**src/rtl/mbx_pkg.sv**
```systemverilog
package mbx_pkg;
  localparam int unsigned REG_W    = 32;
  localparam int unsigned BUSY_LSB = 0;
  localparam int unsigned OVF_LSB  = 8;
  localparam int unsigned DLV_LSB  = 16;
  localparam int unsigned MSK_ALL  = 0;
  localparam int unsigned MSK_OVF  = 1;
  localparam int unsigned MSK_DLV  = 2;
  localparam int unsigned MSK_W    = 3;

  typedef enum logic [2:0] {
    SEL_DEST = 3'd0,
    SEL_LO   = 3'd1,
    SEL_HI   = 3'd2,
    SEL_GO   = 3'd3,
    SEL_CLR  = 3'd4,
    SEL_STS  = 3'd5,
    SEL_PEND = 3'd6,
    SEL_MASK = 3'd7
  } reg_sel_e;

  // word-aligned address inside the 32-byte window
  function automatic logic addr_hit(input logic [7:0] a);
    return (a[7:5] == 3'b000) && (a[1:0] == 2'b00);
  endfunction
endpackage

```
**src/rtl/mbx_regfile.sv**
```systemverilog
module mbx_regfile
  import mbx_pkg::*;
#(
  parameter int unsigned NUM_TGT = 8,
  localparam int unsigned ID_W = (NUM_TGT > 1) ? $clog2(NUM_TGT) : 1
) (
  input  logic               clk,
  input  logic               rst_n,
  input  logic               wr,
  input  logic [7:0]         addr,
  input  logic [REG_W-1:0]   wdata,
  output logic [ID_W-1:0]    dest_q,
  output logic [REG_W-1:0]   lo_q,
  output logic [REG_W-1:0]   hi_q,
  output logic [MSK_W-1:0]   mask_q,
  output logic               go,
  output logic [NUM_TGT-1:0] clr_dlv,
  output logic [NUM_TGT-1:0] clr_ovf,
  output logic               pend_clr
);
  reg_sel_e sel;
  logic     wr_ok;

  assign sel   = reg_sel_e'(addr[4:2]);
  assign wr_ok = wr && addr_hit(addr);

  assign go       = wr_ok && (sel == SEL_GO) && wdata[0];
  assign pend_clr = wr_ok && (sel == SEL_PEND) && wdata[0];
  assign clr_dlv  = (wr_ok && sel == SEL_CLR) ? wdata[DLV_LSB +: NUM_TGT] : '0;
  assign clr_ovf  = (wr_ok && sel == SEL_CLR) ? wdata[OVF_LSB +: NUM_TGT] : '0;

  always_ff @(posedge clk or negedge rst_n) begin
    if (!rst_n) begin
      dest_q <= '0;
      lo_q   <= '0;
      hi_q   <= '0;
      mask_q <= '1;
    end else if (wr_ok) begin
      unique case (sel)
        SEL_DEST: dest_q <= wdata[ID_W-1:0];
        SEL_LO:   lo_q   <= wdata;
        SEL_HI:   hi_q   <= wdata;
        SEL_MASK: mask_q <= wdata[MSK_W-1:0];
        default:  ;
      endcase
    end
  end
endmodule

```
**src/rtl/mbx_slot.sv**
```systemverilog
module mbx_slot #(
  parameter int unsigned MSG_W = 64
) (
  input  logic             clk,
  input  logic             rst_n,
  input  logic             launch,
  input  logic [MSG_W-1:0] msg,
  input  logic             ready,
  input  logic             clr_dlv,
  input  logic             clr_ovf,
  output logic             valid,
  output logic [MSG_W-1:0] data,
  output logic             dlv,
  output logic             ovf,
  output logic             dlv_ev,
  output logic             ovf_ev
);
  assign dlv_ev = valid && ready;
  assign ovf_ev = launch && valid;

  always_ff @(posedge clk or negedge rst_n) begin
    if (!rst_n) begin
      valid <= 1'b0;
      data  <= '0;
    end else if (dlv_ev) begin
      valid <= 1'b0;
    end else if (launch && !valid) begin
      valid <= 1'b1;
      data  <= msg;
    end
  end

  // a new event wins over a clear in the same cycle
  always_ff @(posedge clk or negedge rst_n) begin
    if (!rst_n) begin
      dlv <= 1'b0;
      ovf <= 1'b0;
    end else begin
      if (dlv_ev)       dlv <= 1'b1;
      else if (clr_dlv) dlv <= 1'b0;
      if (ovf_ev)       ovf <= 1'b1;
      else if (clr_ovf) ovf <= 1'b0;
    end
  end
endmodule

```
**src/rtl/mbx_irq.sv**
```systemverilog
module mbx_irq
  import mbx_pkg::*;
(
  input  logic             clk,
  input  logic             rst_n,
  input  logic [MSK_W-1:0] mask,
  input  logic             any_dlv,
  input  logic             any_ovf,
  input  logic             clr,
  output logic             pend
);
  logic set;

  assign set = !mask[MSK_ALL] &&
               ((any_dlv && !mask[MSK_DLV]) || (any_ovf && !mask[MSK_OVF]));

  always_ff @(posedge clk or negedge rst_n) begin
    if (!rst_n)   pend <= 1'b0;
    else if (set) pend <= 1'b1;
    else if (clr) pend <= 1'b0;
  end
endmodule

```
**src/rtl/mbx_tx_ctrl.sv**
```systemverilog
module mbx_tx_ctrl
  import mbx_pkg::*;
#(
  parameter int unsigned NUM_TGT = 8,
  localparam int unsigned MSG_W = 2 * REG_W,
  localparam int unsigned ID_W  = (NUM_TGT > 1) ? $clog2(NUM_TGT) : 1
) (
  input  logic                     clk,
  input  logic                     rst_n,
  input  logic                     reg_wr,
  input  logic [7:0]               reg_addr,
  input  logic [REG_W-1:0]         reg_wdata,
  output logic [REG_W-1:0]         reg_rdata,
  output logic [NUM_TGT-1:0]       tgt_valid,
  input  logic [NUM_TGT-1:0]       tgt_ready,
  output logic [NUM_TGT*MSG_W-1:0] tgt_data,
  output logic                     irq
);
  logic [ID_W-1:0]    dest_q;
  logic [REG_W-1:0]   lo_q, hi_q;
  logic [MSK_W-1:0]   mask_q;
  logic               go_w, pend_clr_w, pend_q;
  logic [NUM_TGT-1:0] clr_dlv_w, clr_ovf_w, dlv_w, ovf_w, dlv_ev_w, ovf_ev_w;

  mbx_regfile #(.NUM_TGT(NUM_TGT)) u_regs (
    .clk(clk), .rst_n(rst_n), .wr(reg_wr), .addr(reg_addr), .wdata(reg_wdata),
    .dest_q(dest_q), .lo_q(lo_q), .hi_q(hi_q), .mask_q(mask_q), .go(go_w),
    .clr_dlv(clr_dlv_w), .clr_ovf(clr_ovf_w), .pend_clr(pend_clr_w)
  );

  for (genvar g = 0; g < NUM_TGT; g++) begin : g_slot
    mbx_slot #(.MSG_W(MSG_W)) u_slot (
      .clk(clk), .rst_n(rst_n),
      .launch(go_w && (dest_q == ID_W'(g))),
      .msg({hi_q, lo_q}),
      .ready(tgt_ready[g]),
      .clr_dlv(clr_dlv_w[g]), .clr_ovf(clr_ovf_w[g]),
      .valid(tgt_valid[g]),
      .data(tgt_data[g*MSG_W +: MSG_W]),
      .dlv(dlv_w[g]), .ovf(ovf_w[g]),
      .dlv_ev(dlv_ev_w[g]), .ovf_ev(ovf_ev_w[g])
    );
  end

  mbx_irq u_irq (
    .clk(clk), .rst_n(rst_n), .mask(mask_q),
    .any_dlv(|dlv_ev_w), .any_ovf(|ovf_ev_w),
    .clr(pend_clr_w), .pend(pend_q)
  );

  assign irq = pend_q;

  always_comb begin
    reg_rdata = '0;
    if (addr_hit(reg_addr)) begin
      unique case (reg_sel_e'(reg_addr[4:2]))
        SEL_DEST: reg_rdata[ID_W-1:0] = dest_q;
        SEL_LO:   reg_rdata = lo_q;
        SEL_HI:   reg_rdata = hi_q;
        SEL_STS: begin
          reg_rdata[BUSY_LSB +: NUM_TGT] = tgt_valid;
          reg_rdata[OVF_LSB  +: NUM_TGT] = ovf_w;
          reg_rdata[DLV_LSB  +: NUM_TGT] = dlv_w;
        end
        SEL_PEND: reg_rdata[0] = pend_q;
        SEL_MASK: reg_rdata[MSK_W-1:0] = mask_q;
        default:  reg_rdata = '0;
      endcase
    end
  end
endmodule

```
**config.mk**
```make
export PLATFORM = sky130hd
export DESIGN_NAME = mbx_tx_ctrl
export DESIGN_NICKNAME = d
export VERILOG_FILES = /design/src/rtl/mbx_pkg.sv /design/src/rtl/mbx_regfile.sv /design/src/rtl/mbx_slot.sv /design/src/rtl/mbx_irq.sv /design/src/rtl/mbx_tx_ctrl.sv
export SDC_FILE = /design/constraint.sdc
export NUM_CORES = 1
export LEC_CHECK = 0
export BUFFER_PORTS_ARGS = -buffer_cell sky130_fd_sc_hd__buf_2
export CORE_AREA = 2 2 235 237
export CTS_CLUSTER_DIAMETER = 80
export DETAILED_ROUTE_END_ITERATION = 8
export DIE_AREA = 0 0 237 239
export HOLD_SLACK_MARGIN = 0.05
export PLACE_DENSITY = 0.68
export REMOVE_ABC_BUFFERS = 1
export SYNTH_ARGS = -nofsm -noshare
export SYNTH_HDL_FRONTEND = slang
export SYNTH_SLANG_ARGS = --single-unit
```
**constraint.sdc**
```tcl
create_clock -name clk -period 2.4 [get_ports clk]
set_clock_uncertainty 0.05 [all_clocks]
set_input_delay 0.12 -clock clk [delete_from_list [all_inputs] [get_ports clk]]
set_output_delay 0.12 -clock clk [all_outputs]
set_load 0.005 [all_outputs]
```
== Yosys cells after proc, flatten, opt, wreduce, memory -nomap -nowiden ==
Index checks and enable logic that the tools add are counted.

* Input bits: 51
* Word-level logic and storage cells: 213
* Output and inout port bits: 553
* Bits in registers: 607

* Bitwise gates (word level): 8
* Eq/ne operators: 14
* Mux-type cells: 57
* Reduce and logical (&&, ||, !) cells: 97

{| class="wikitable"
|+ Operator list
! kind !! number
|-
| $pmux W21 S3 || 1
|-
| $mux W1 || 50
|-
| $reduce_bool A2 Y1 || 25
|-
| $logic_and A1 B1 Y1 || 42
|-
| $mux W32 || 1
|-
| $eq A3 B3 Y1 const B || 8
|-
| $reduce_and A2 Y1 || 12
|-
| $mux W8 || 2
|-
| $pmux W8 S2 || 1
|-
| $reduce_or A8 Y1 || 2
|-
| $eq A3 B2 Y1 const B || 4
|-
| $logic_not A1 Y1 || 11
|-
| $pmux W2 S5 || 1
|-
| $logic_not A3 Y1 || 3
|-
| $not A1 Y1 || 8
|-
| $eq A3 B1 Y1 const B || 2
|-
| $pmux W1 S6 || 1
|-
| $logic_not A2 Y1 || 1
|-
| $logic_or A1 B1 Y1 || 1
|}

== Depth between registers and ports, before layout ==
Gate-level depths: netlist (run 1).

* Word-level depth: 12
* Mapped depth: 8
* Depth with buffers taken out: 4

== Modules after synthesis ==
From an unflattened synthesis (run 1), not the netlist that was laid out.

* Cell total of the unflattened synthesis: 1499
* Area total of the unflattened synthesis: 26040.0 µm²

{| class="wikitable"
|+ By module, submodules not included
! module !! times used !! cells an instance !! area an instance (µm²) !! seq. area each (µm²)
|-
| mbx_slot || 8 || 147 || 2747.6 || 1676.6
|-
| mbx_regfile || 1 || 179 || 2989.1 || 1755.4
|-
| mbx_tx_ctrl || 1 || 138 || 1014.7 || 0.0
|-
| mbx_irq || 1 || 6 || 55.1 || 25.0
|}

== Least setup slack after synthesis (run 1) ==
No wires, ideal clock.

* Path kind: input -> register
* Start point: input reg_addr[1]
* End point: register u_regs.lo_q[0]
* Buffers on the path: 2
* Library setup time: 127 ps
* Required time: 2223 ps
* Slack: 355 ps
* Stages on the path: 6
* Arrival: 1867 ps
* Cells stage by stage: or4_4 or2_1 buf_6 nor4_4 buf_6 mux2_1

* Cells in the longest elaborated chain, start to end: 4

{| class="wikitable"
|+ Ends and longest elaborated chain
! element !! RTL line !! source
|-
| from (decl) || mbx_tx_ctrl.sv:11 || <nowiki>input logic [7:0] reg_addr,</nowiki>
|-
| $logic_not A2 Y1 || mbx_pkg.sv:24 || <nowiki>return (a[7:5] == 3'b000) && (a[1:0] == 2'b00);</nowiki>
|-
| $logic_and A1 B1 Y1 || mbx_pkg.sv:24 ||
|-
| $logic_and A1 B1 Y1 || mbx_regfile.sv:25 || <nowiki>assign wr_ok = wr && addr_hit(addr);</nowiki>
|-
| $reduce_and A2 Y1 (no source line) || - ||
|-
| to (signal assigned) || mbx_regfile.sv:41 || <nowiki>SEL_LO: lo_q <= wdata;</nowiki>
|-
| to (decl) || mbx_regfile.sv:13 || <nowiki>output logic [REG_W-1:0] lo_q,</nowiki>
|}

No other way between the ends.
A chain may end at the register's enable or synchronous reset.

== Final worst setup path (run 1) ==
* Start point: register g_slot[0].u_slot.valid
* End point: output reg_rdata[0]

* Cells in the longest elaborated chain, start to end: 2

{| class="wikitable"
|+ Ends and longest elaborated chain
! element !! RTL line !! source
|-
| from (decl) || mbx_slot.sv:11 || <nowiki>output logic valid,</nowiki>
|-
| from (signal assigned) || mbx_slot.sv:23 || <nowiki>valid <= 1'b0;</nowiki>
|-
| from (signal assigned) || mbx_slot.sv:26 || <nowiki>valid <= 1'b0;</nowiki>
|-
| from (signal assigned) || mbx_slot.sv:28 || <nowiki>valid <= 1'b1;</nowiki>
|-
| $pmux W1 S6 || mbx_tx_ctrl.sv:56 || <nowiki>unique case (reg_sel_e'(reg_addr[4:2]))</nowiki>
|-
| $mux W32 || mbx_tx_ctrl.sv:55 || <nowiki>if (addr_hit(reg_addr)) begin</nowiki>
|-
| to (decl) || mbx_tx_ctrl.sv:13 || <nowiki>output logic [REG_W-1:0] reg_rdata,</nowiki>
|}

No other way between the ends.

==> results of run 1 <==
[kinds of logic (layout without fill, tap and decap cells)]
kind of cell | count (synthesis) | in the layout | share of synthesized area
mux | 587 | 587 | 0.278
flops | 607 | 607 | 0.638
compound gates | 95 | 95 | 0.0317
simple gates | 93 | 93 | 0.0201
buf+inv | 168 | 832 | 0.0319
[metrics by stage]
| step | hold WS, ns | area, um2 | TNS, ns | instances | setup WS, ns |
|---|---|---|---|---|---|
| after global placement | 0.106 | 27600 | 0 | 2752 | 0.144 |
| after detailed placement | 0.104 | 27600 | 0 | 2752 | 0.108 |
| final | 0.0739 | 30400 | 0 | 2918 | 0.116 |
| after global routing | 0.0878 | 30400 | 0 | 2918 | 0.0388 |
| after CTS | 0.0541 | 30400 | 0 | 2918 | 0.115 |
| after floorplan | -0.226 | 23100 | -657.98 | 1394 | -1.34 |
[synthesized netlist by cell type, types with 3 or more instances]
library cell,count
nor2b_1,5
buf_6,4
buf_1,45
a32o_1,8
o21ai_0,10
nand3_1,3
nand4b_1,7
dfstp_2,3
dfrtp_1,604
a22oi_1,34
a22o_1,30
nor2_1,39
clkbuf_1,44
buf_4,8
or4_4,3
clkbuf_2,9
mux2i_1,3
mux2_2,547
buf_2,46
inv_1,11
mux2_1,36
nand2b_1,3
nand2_1,23
[registers in the layout, summed over array words and instances (netlist names)]
signal               flops
u_irq.pend               1
u_regs.dest_q            3
u_regs.lo_q             32
g_slot.u_slot.dlv        8
g_slot.u_slot.ovf        8
g_slot.u_slot.data     512
u_regs.mask_q            3
g_slot.u_slot.valid      8
u_regs.hi_q             32
[how the worst max path moves through the flow]
stage / startpoint / end / slack, ns / cells after the start
floorplan: reg_addr[4] / g_slot[5].u_slot.data[0] / -1.34 / 4
global placement: reg_addr[1] / u_regs.lo_q[31] / 0.14 / 6
detailed placement: reg_addr[1] / u_regs.lo_q[31] / 0.11 / 6
CTS: g_slot[0].u_slot.valid / reg_rdata[0] / 0.11 / 5
global route: reg_addr[7] / reg_rdata[28] / 0.04 / 6
finish: g_slot[0].u_slot.valid / reg_rdata[0] / 0.12 / 5
[layer usage]
layer | part of all wire | vias up | GRT usage
met4 | 0.029 | 4 | 0.0798
li1 | - | 6721 | -
met5 | 0.00039 | - | 0
met3 | 0.062 | 123 | 0.0628
met2 | 0.50 | 537 | 0.417
met1 | 0.41 | 8299 | 0.315
[power by group]
group | switching, uW | total (uW) | internal [uW] | leakage, uW
sequential | 183 | 10500 | 10300 | 0.00844
combinational | 375 | 586 | 211 | 0.00758
clock | 4030 | 10500 | 6440 | 0.00111
[worst max-delay path, stage by stage (launching register included)]
cell and delay (ns):
dfrtp_1 0.54, inv_1 0.14, o21ai_0 0.25, a31oi_1 0.13, a211oi_1 0.27, buf_2 0.19
[final cells by class]
cell class | instances | area [um2] | area share
clock inverters | 20 | 265 | 0.00873
inverters | 12 | 45.0 | 0.00148
clock buffers | 98 | 2010 | 0.0661
flip-flops and latches | 607 | 15200 | 0.500
multi-input cells | 775 | 7890 | 0.260
well taps | 704 | 881 | 0.0290
repair buffers | 702 | 4090 | 0.135
==> results.md, run 1 <==
- The max-cap check violation count is 0.
- The signed area change from the synthesized netlist to the final layout is 27.6%.
- The clock tree buffer depth is 3.
- The cell at the root of the clock tree is clkbuf_16.
- The total congestion overflow is 0.
- The number of max-slew violations in the final report is 0.
- The number of fillers in the final layout is 4400.
- The biggest area contributor in the post-synthesis netlist is dfrtp_1.
- The worst-case vdd ir drop is 0.000642 V.
- The die is 239 um tall.
- Yosys printed 0 warnings.
- The number of different library cells in the post-synthesis netlist is 46.
- The CTS H-tree depth is 3.
- The initial core utilization is 0.438.
- The worst pin sits at a relative slew slack of 0.457.
- The worst hold path class is in2async.
- Clock latency on the worst-skew pair, taken at its later pin, is 0.59 ns.
- The floorplan die area is 56600 um2.
- Setup repair after global routing left no endpoint under its margin.
- Across every metal layer, demand over resource in global routing totals 0.248.
- After synthesis, the share of flip-flops with an asynchronous set or reset is 1.00.
- In this run the critical register-to-register path is captured at g_slot[5].u_slot.data[37].
- The start-to-end type of the worst setup path is reg2out.
- After synthesis, the cell types taking the most area are dfrtp_1, mux2_2, mux2_1, a22o_1, a22oi_1.
- The first global-routing pass estimated 105000 um of wire.
- The via count of the first global-routing pass was 16400.
- The sequential area share after synthesis is 0.638.
- Data on the critical path arrives at its endpoint at 2.11 ns.
- Counting flops with a built-in enable in the synthesized netlist gives 0.
- The number of cells upsized or downsized after cts is 0.
- The weighted congestion at the end of routability-driven global placement is 0.836.
- The first detailed-routing pass took 7 iterations.
- The TritonCTS clock tree is yes.
- Setup slack on the worst reg-to-reg path comes out at 0.23 ns.
- The highest clock rate is 0.438 GHz.
- The leakage power is 0.0171 uW.
- The utilization after layout is 0.559.
- The number of buffers inserted by port buffering is 603.
- The top cell types in the final layout, fill and taps aside, are dfrtp_1, buf_2, mux2_2.
- The endpoint required time on the critical path is 2.23 ns.
- The gate count of the mapped netlist is 1550.
- For the pin with the worst max-slew slack, the measured transition is 0.815 ns.
- The number of clock sinks is 607.
- After floorplanning, the core was divided into 86 placement rows.
- The iteration-0 DRC count of the detailed router is 785.
- The buffer count from post-CTS setup fixing is 0.
- The via total after detailed routing is 15700.
- Setup violations remaining at the end of the flow were counted as 0.
- The dominant register cell in the synthesized netlist is dfrtp_1.
- The startpoint identified for the worst register-to-register timing path is u_regs.dest_q[0].
- A synthesized cell averages 15.4 um2.
- STA classifies the critical path endpoint as an output port.
- Of the cells placed in the final design, the portion with a size suffix greater than 1 is 0.595.
- The share of Yosys cell area claimed by the top area cell type is 0.635.
- The largest net degree at the start of global routing is 83.
- The via count normalized by instance count is 5.37.
- Once detail routing completed, the nets flagged for antenna violations numbered 0.
- Dividing total power by cell area gives a power density of 710 nW/um2.
- The horizontal extent of the die is 237 um.
- The routed wire length is 71100 um.
- The worst register-to-register path has a depth of 4.
- The cts-stage hold buffer count is 48.
- The critical-path maximum fanout is 6.
- In this run the standard cell core region covers 54300 um2.
- The most common cell after layout, fill and taps aside is dfrtp_1.
- Clock-pin slew was measured on the worst setup and hold paths at 0.06 ns.
- The flow ran to the end, and the final reports show no timing, DRC or antenna violations.
- Dividing the detail-routed wire length by the instance count gives 24.4 um.
- The final hold violation count came to 0.
- At the end of the flow, the number of nets in the layout was 2215.
- The total clock buffers created by CTS is 66.
- For this run, design rule violations remaining after detail routing come to 0.
- The flop and latch count out of synthesis is 607.
- The cell area that synthesis handed to floorplanning was 23800 um2.
- 0 antenna diodes ended up in the layout.
- The wire-length estimate of the detail-placed layout is 48100 um.
- The initial antenna violation count is 3.
- The clock period minus worst slack is 2.28 ns.
- During I/O placement, the number of pins put on the boundary was 604.
- In the finished design, the share of the clock period the worst path needs comes to 0.952.
- The total power is 21600 uW.
- The element type at the critical path start is a flop.
Note: power is estimated with default switching activity, not from simulation.
==> run 2: changes to the inputs <==
Settings changed: CELL_PAD_IN_SITES_DETAIL_PLACEMENT set to 0, CELL_PAD_IN_SITES_GLOBAL_PLACEMENT set to 1, CORE_AREA 2 2 235 237 to unset, CORE_UTILIZATION set to 43, DIE_AREA 0 0 237 239 to unset, PLACE_DENSITY 0.68 to unset, PLACE_DENSITY_LB_ADDON set to 0.1.
==> run 2 against run 1 <==
Net effect: count of clock-buffer cells in the layout up 6; maximum frequency increased by 5.9%; cell count is 0.93% higher; setup slack improved by 0.13 ns; utilization is 0.49 points higher; combinational power rose by 7.2%; critical path type unchanged; largest cell class unchanged.
==> results.md, run 2 (synthesis gave the netlist of run 1 again) <==
- The flow ran to the end, and the final reports show no timing, DRC or antenna violations.
- The average wire per cell in the routed design was 25.8 um (+5.8%).
- The global routing met1 resource utilization is 0.352 (+0.0362).
- The largest registers in the layout are g_slot.u_slot.data x512, u_regs.hi_q x32, u_regs.lo_q x32.
- The number of max-slew violations in the final report is 0 (unchanged).
- The multi-input combinational cell area is 7890 um2 (unchanged).
- The worst setup slack after layout is 0.243 ns (+0.127 ns).
- The clock period minus worst slack is 2.16 ns (-0.127 ns).
- The worst hold path class is in2reg.
- The kind of cell adding the most delay to the critical path is compound AO/OA/AOI/OAI gates.
- The highest clock rate is 0.464 GHz (+5.9%).
- The total congestion overflow was 0 (unchanged).
- Traced cell by cell, the critical path runs through inv_1, o21ai_0, a31oi_1, a211oi_1, buf_2.
- The critical-path maximum fanout is 6 (unchanged).
- The number of placement rows is 85 (-1.2%).
- The routed wire length is 75900 um (+6.7%).
- The setup slack at placement was -0.00346 ns (-0.111 ns).
- The final-stage net count was 2245 (+1.4%).
- The number of buffers inserted by port buffering came to 603 (unchanged).
- The ratio of cells with drive above 1 in the final layout was 0.600 (+0.00461).
- The via total after detailed routing came to 15800 (+0.72%).
- The worst-case vdd ir drop is 0.000531 V (-17%).
- The top cell types in the final layout, fill and taps aside, are dfrtp_1, buf_2, mux2_2.
- The endpoint required time on the critical path is 2.23 ns (about the same).
- The actual transition at the worst max-transition pin is 0.556 ns (-0.259 ns).
- Counting flops per register, the top entry is g_slot.u_slot.data.
- The via count of the first global-routing pass was 16600 (+1.0%).
- The combined global-route utilization of all metal layers is 0.271 (+0.0231).
- The post-detailed-placement half-perimeter wirelength came to 53100 um (+10%).
- The sequential standard cell area is 15200 um2 (about the same).
- The standard cell core area came to 54200 um2 (-0.18%).
- The largest net degree at the start of global routing was 64 (-23%).
- The total setup violations reported at the end of the flow is 0 (unchanged).
- The longest individual stage delay on the worst path is 0.48 ns (-0.06 ns).
- The CTS H-tree depth is 3 (unchanged).
- The total power is 21100 uW (-2.1%).
- The arrival time at the worst endpoint is 1.99 ns (-0.12 ns).
- The initial core utilization is 0.439 (+0.000808).
- CTS placed an instance of clkbuf_16 at the clock tree root.
- The number of clock sinks is 607 (unchanged).
- The CTS clock-pin slew for the worst setup and hold paths was 0.06 ns (about the same).
- STA classifies the critical path endpoint as an output port.
- The later-pin clock latency in the skew report is 0.59 ns (about the same).
- The total clock buffers created by CTS is 67 (+1.5%).
- The via count normalized by instance count was 5.36 (-0.20%).
- The largest individual stage delay along the critical path comes from the cell dfrtp_2.
- The portion of the clock cycle consumed by the worst path in the final layout is 0.899 (-0.0530).
- The areal power density over the cells is 690 nW/um2 (-2.8%).
- The iteration-0 DRC count of the detailed router came to 725 (-7.6%).
- The floorplan die area is 56300 um2 (-0.60%).
- Setup repair after global routing left no endpoint under its margin.
- The remaining routing DRC violations was 0 (unchanged).
- The initial antenna violation count was 9 (+6).
- From synthesis to final layout, the design area changed by 28.5%.
- The clock tree buffer depth came to 3 (unchanged).
- STA classifies the critical path startpoint as a flop.
- The global-route wire length before repair is 112000 um (+6.6%).
- The flip-flop count of the largest register, all copies and words added is 512 (unchanged).
- The TritonCTS clock tree is yes.
- The max-cap check violation count is 0 (unchanged).
- The weighted congestion at the end of routability-driven global placement is 0.844 (+0.95%).
- The most utilized layer in the global route result is met2.
- The horizontal extent of the die is 237 um (+0.12%).
- The met3 usage was 0.0683 (+0.00547).
- The leakage power is 0.0173 uW (+0.74%).
- The summed negative setup slack over all endpoints is 0 ns (unchanged).
- The post-route antenna net violation count is 0 (unchanged).
- The boundary pin count was 604 (unchanged).
- The number of detailed-route iterations in the first pass is 5 (-2).
- The met2 routing resource usage after global routing is 0.443 (+0.0257).
- The setup path with the least slack is of type reg2out.
- The total buffers and inverters traversed by the critical path is 2 (unchanged).
- The final hold violation count is 0 (unchanged).
- The most common cell after layout, fill and taps aside is dfrtp_1.
- The normalized max-slew margin was 0.630 (+0.173).
- The buffer count from post-CTS setup fixing is 0 (unchanged).
- The die boundary height is 237 um (-0.72%).
- The number of fillers in the final layout came to 4591 (+4.3%).
-- run 2: cell count changes in the layout (fill, tap and decap cells not counted), sizes merged --
cell / delta
buf: +31
bufinv: -5
clkbuf: +6
clkinv: -1
clkinvlp: -2
diode: +7
dlygate4sd3: -2
inv: +1
-- run 2: report_power, final --
| group | internal, uW | total, uW | switching, uW |
|---|---|---|---|
| logic | 240 | 628 | 388 |
| clock network | 5910 | 9980 | 4070 |
| registers | 10300 | 10500 | 180 |
| total | 16500 | 21100 | 4630 |
-- run 2: layer usage --
metal,vias to the layer above,share of wire
met1,8416,0.42
met5,-,0.00036
met3,116,0.065
met2,479,0.49
li1,6782,-
met4,4,0.030
-- run 2: what timing repair did --
item,CTS,global route
endpoints found under the hold margin,566,0
hold buffers,47,0
resized for setup,0,1
endpoints found under the setup margin,0,1
-- run 2: worst min-delay path: cells and delay by family --
| kind | cells | cell delay, ns |
|---|---|---|
| buf+inv | 2 | 0.32 |
| compound gates | 1 | 0.11 |
| simple gates | 2 | 0.13 |
-- run 2: final timing paths --
path | slack, ns | endpoint | cells past startpoint | startpoint
min reg2reg | 0.45 | g_slot[0].u_slot.dlv | 1 | g_slot[0].u_slot.dlv
min in group asynchronous | 0.24 | u_regs.mask_q[2] | 2 | rst_n
max reg2reg | 0.30 | g_slot[7].u_slot.data[30] | 6 | u_regs.dest_q[0]
max in group asynchronous | 1.49 | u_regs.hi_q[27] | 4 | rst_n
max | 0.24 | reg_rdata[0] | 5 | g_slot[0].u_slot.valid
min | 0.09 | g_slot[3].u_slot.dlv | 5 | reg_addr[7]
-- run 2: area by class of cell --
cell class | instances | share of cell area
clock inverter | 13 | 0.00352
timing repair buffer | 731 | 0.145
tap | 696 | 0.0285
antenna | 7 | 0.000573
inverter | 12 | 0.00147
clock buffer | 104 | 0.0663
sequential | 607 | 0.497
multi-input combinational | 775 | 0.258
-- run 2: through the flow --
| stage | hold slack (ns) | area, um2 | utilization | std cells |
|---|---|---|---|---|
| after floorplan | -0.226 | 23100 | - | 1394 |
| after global placement | 0.0381 | 27900 | 0.515 | 2774 |
| after detailed placement | 0.0496 | 27900 | 0.515 | 2774 |
| after CTS | 0.0612 | 30600 | 0.563 | 2938 |
| after global routing | 0.101 | 30600 | 0.564 | 2945 |
| final | 0.0950 | 30600 | 0.564 | 2945 |
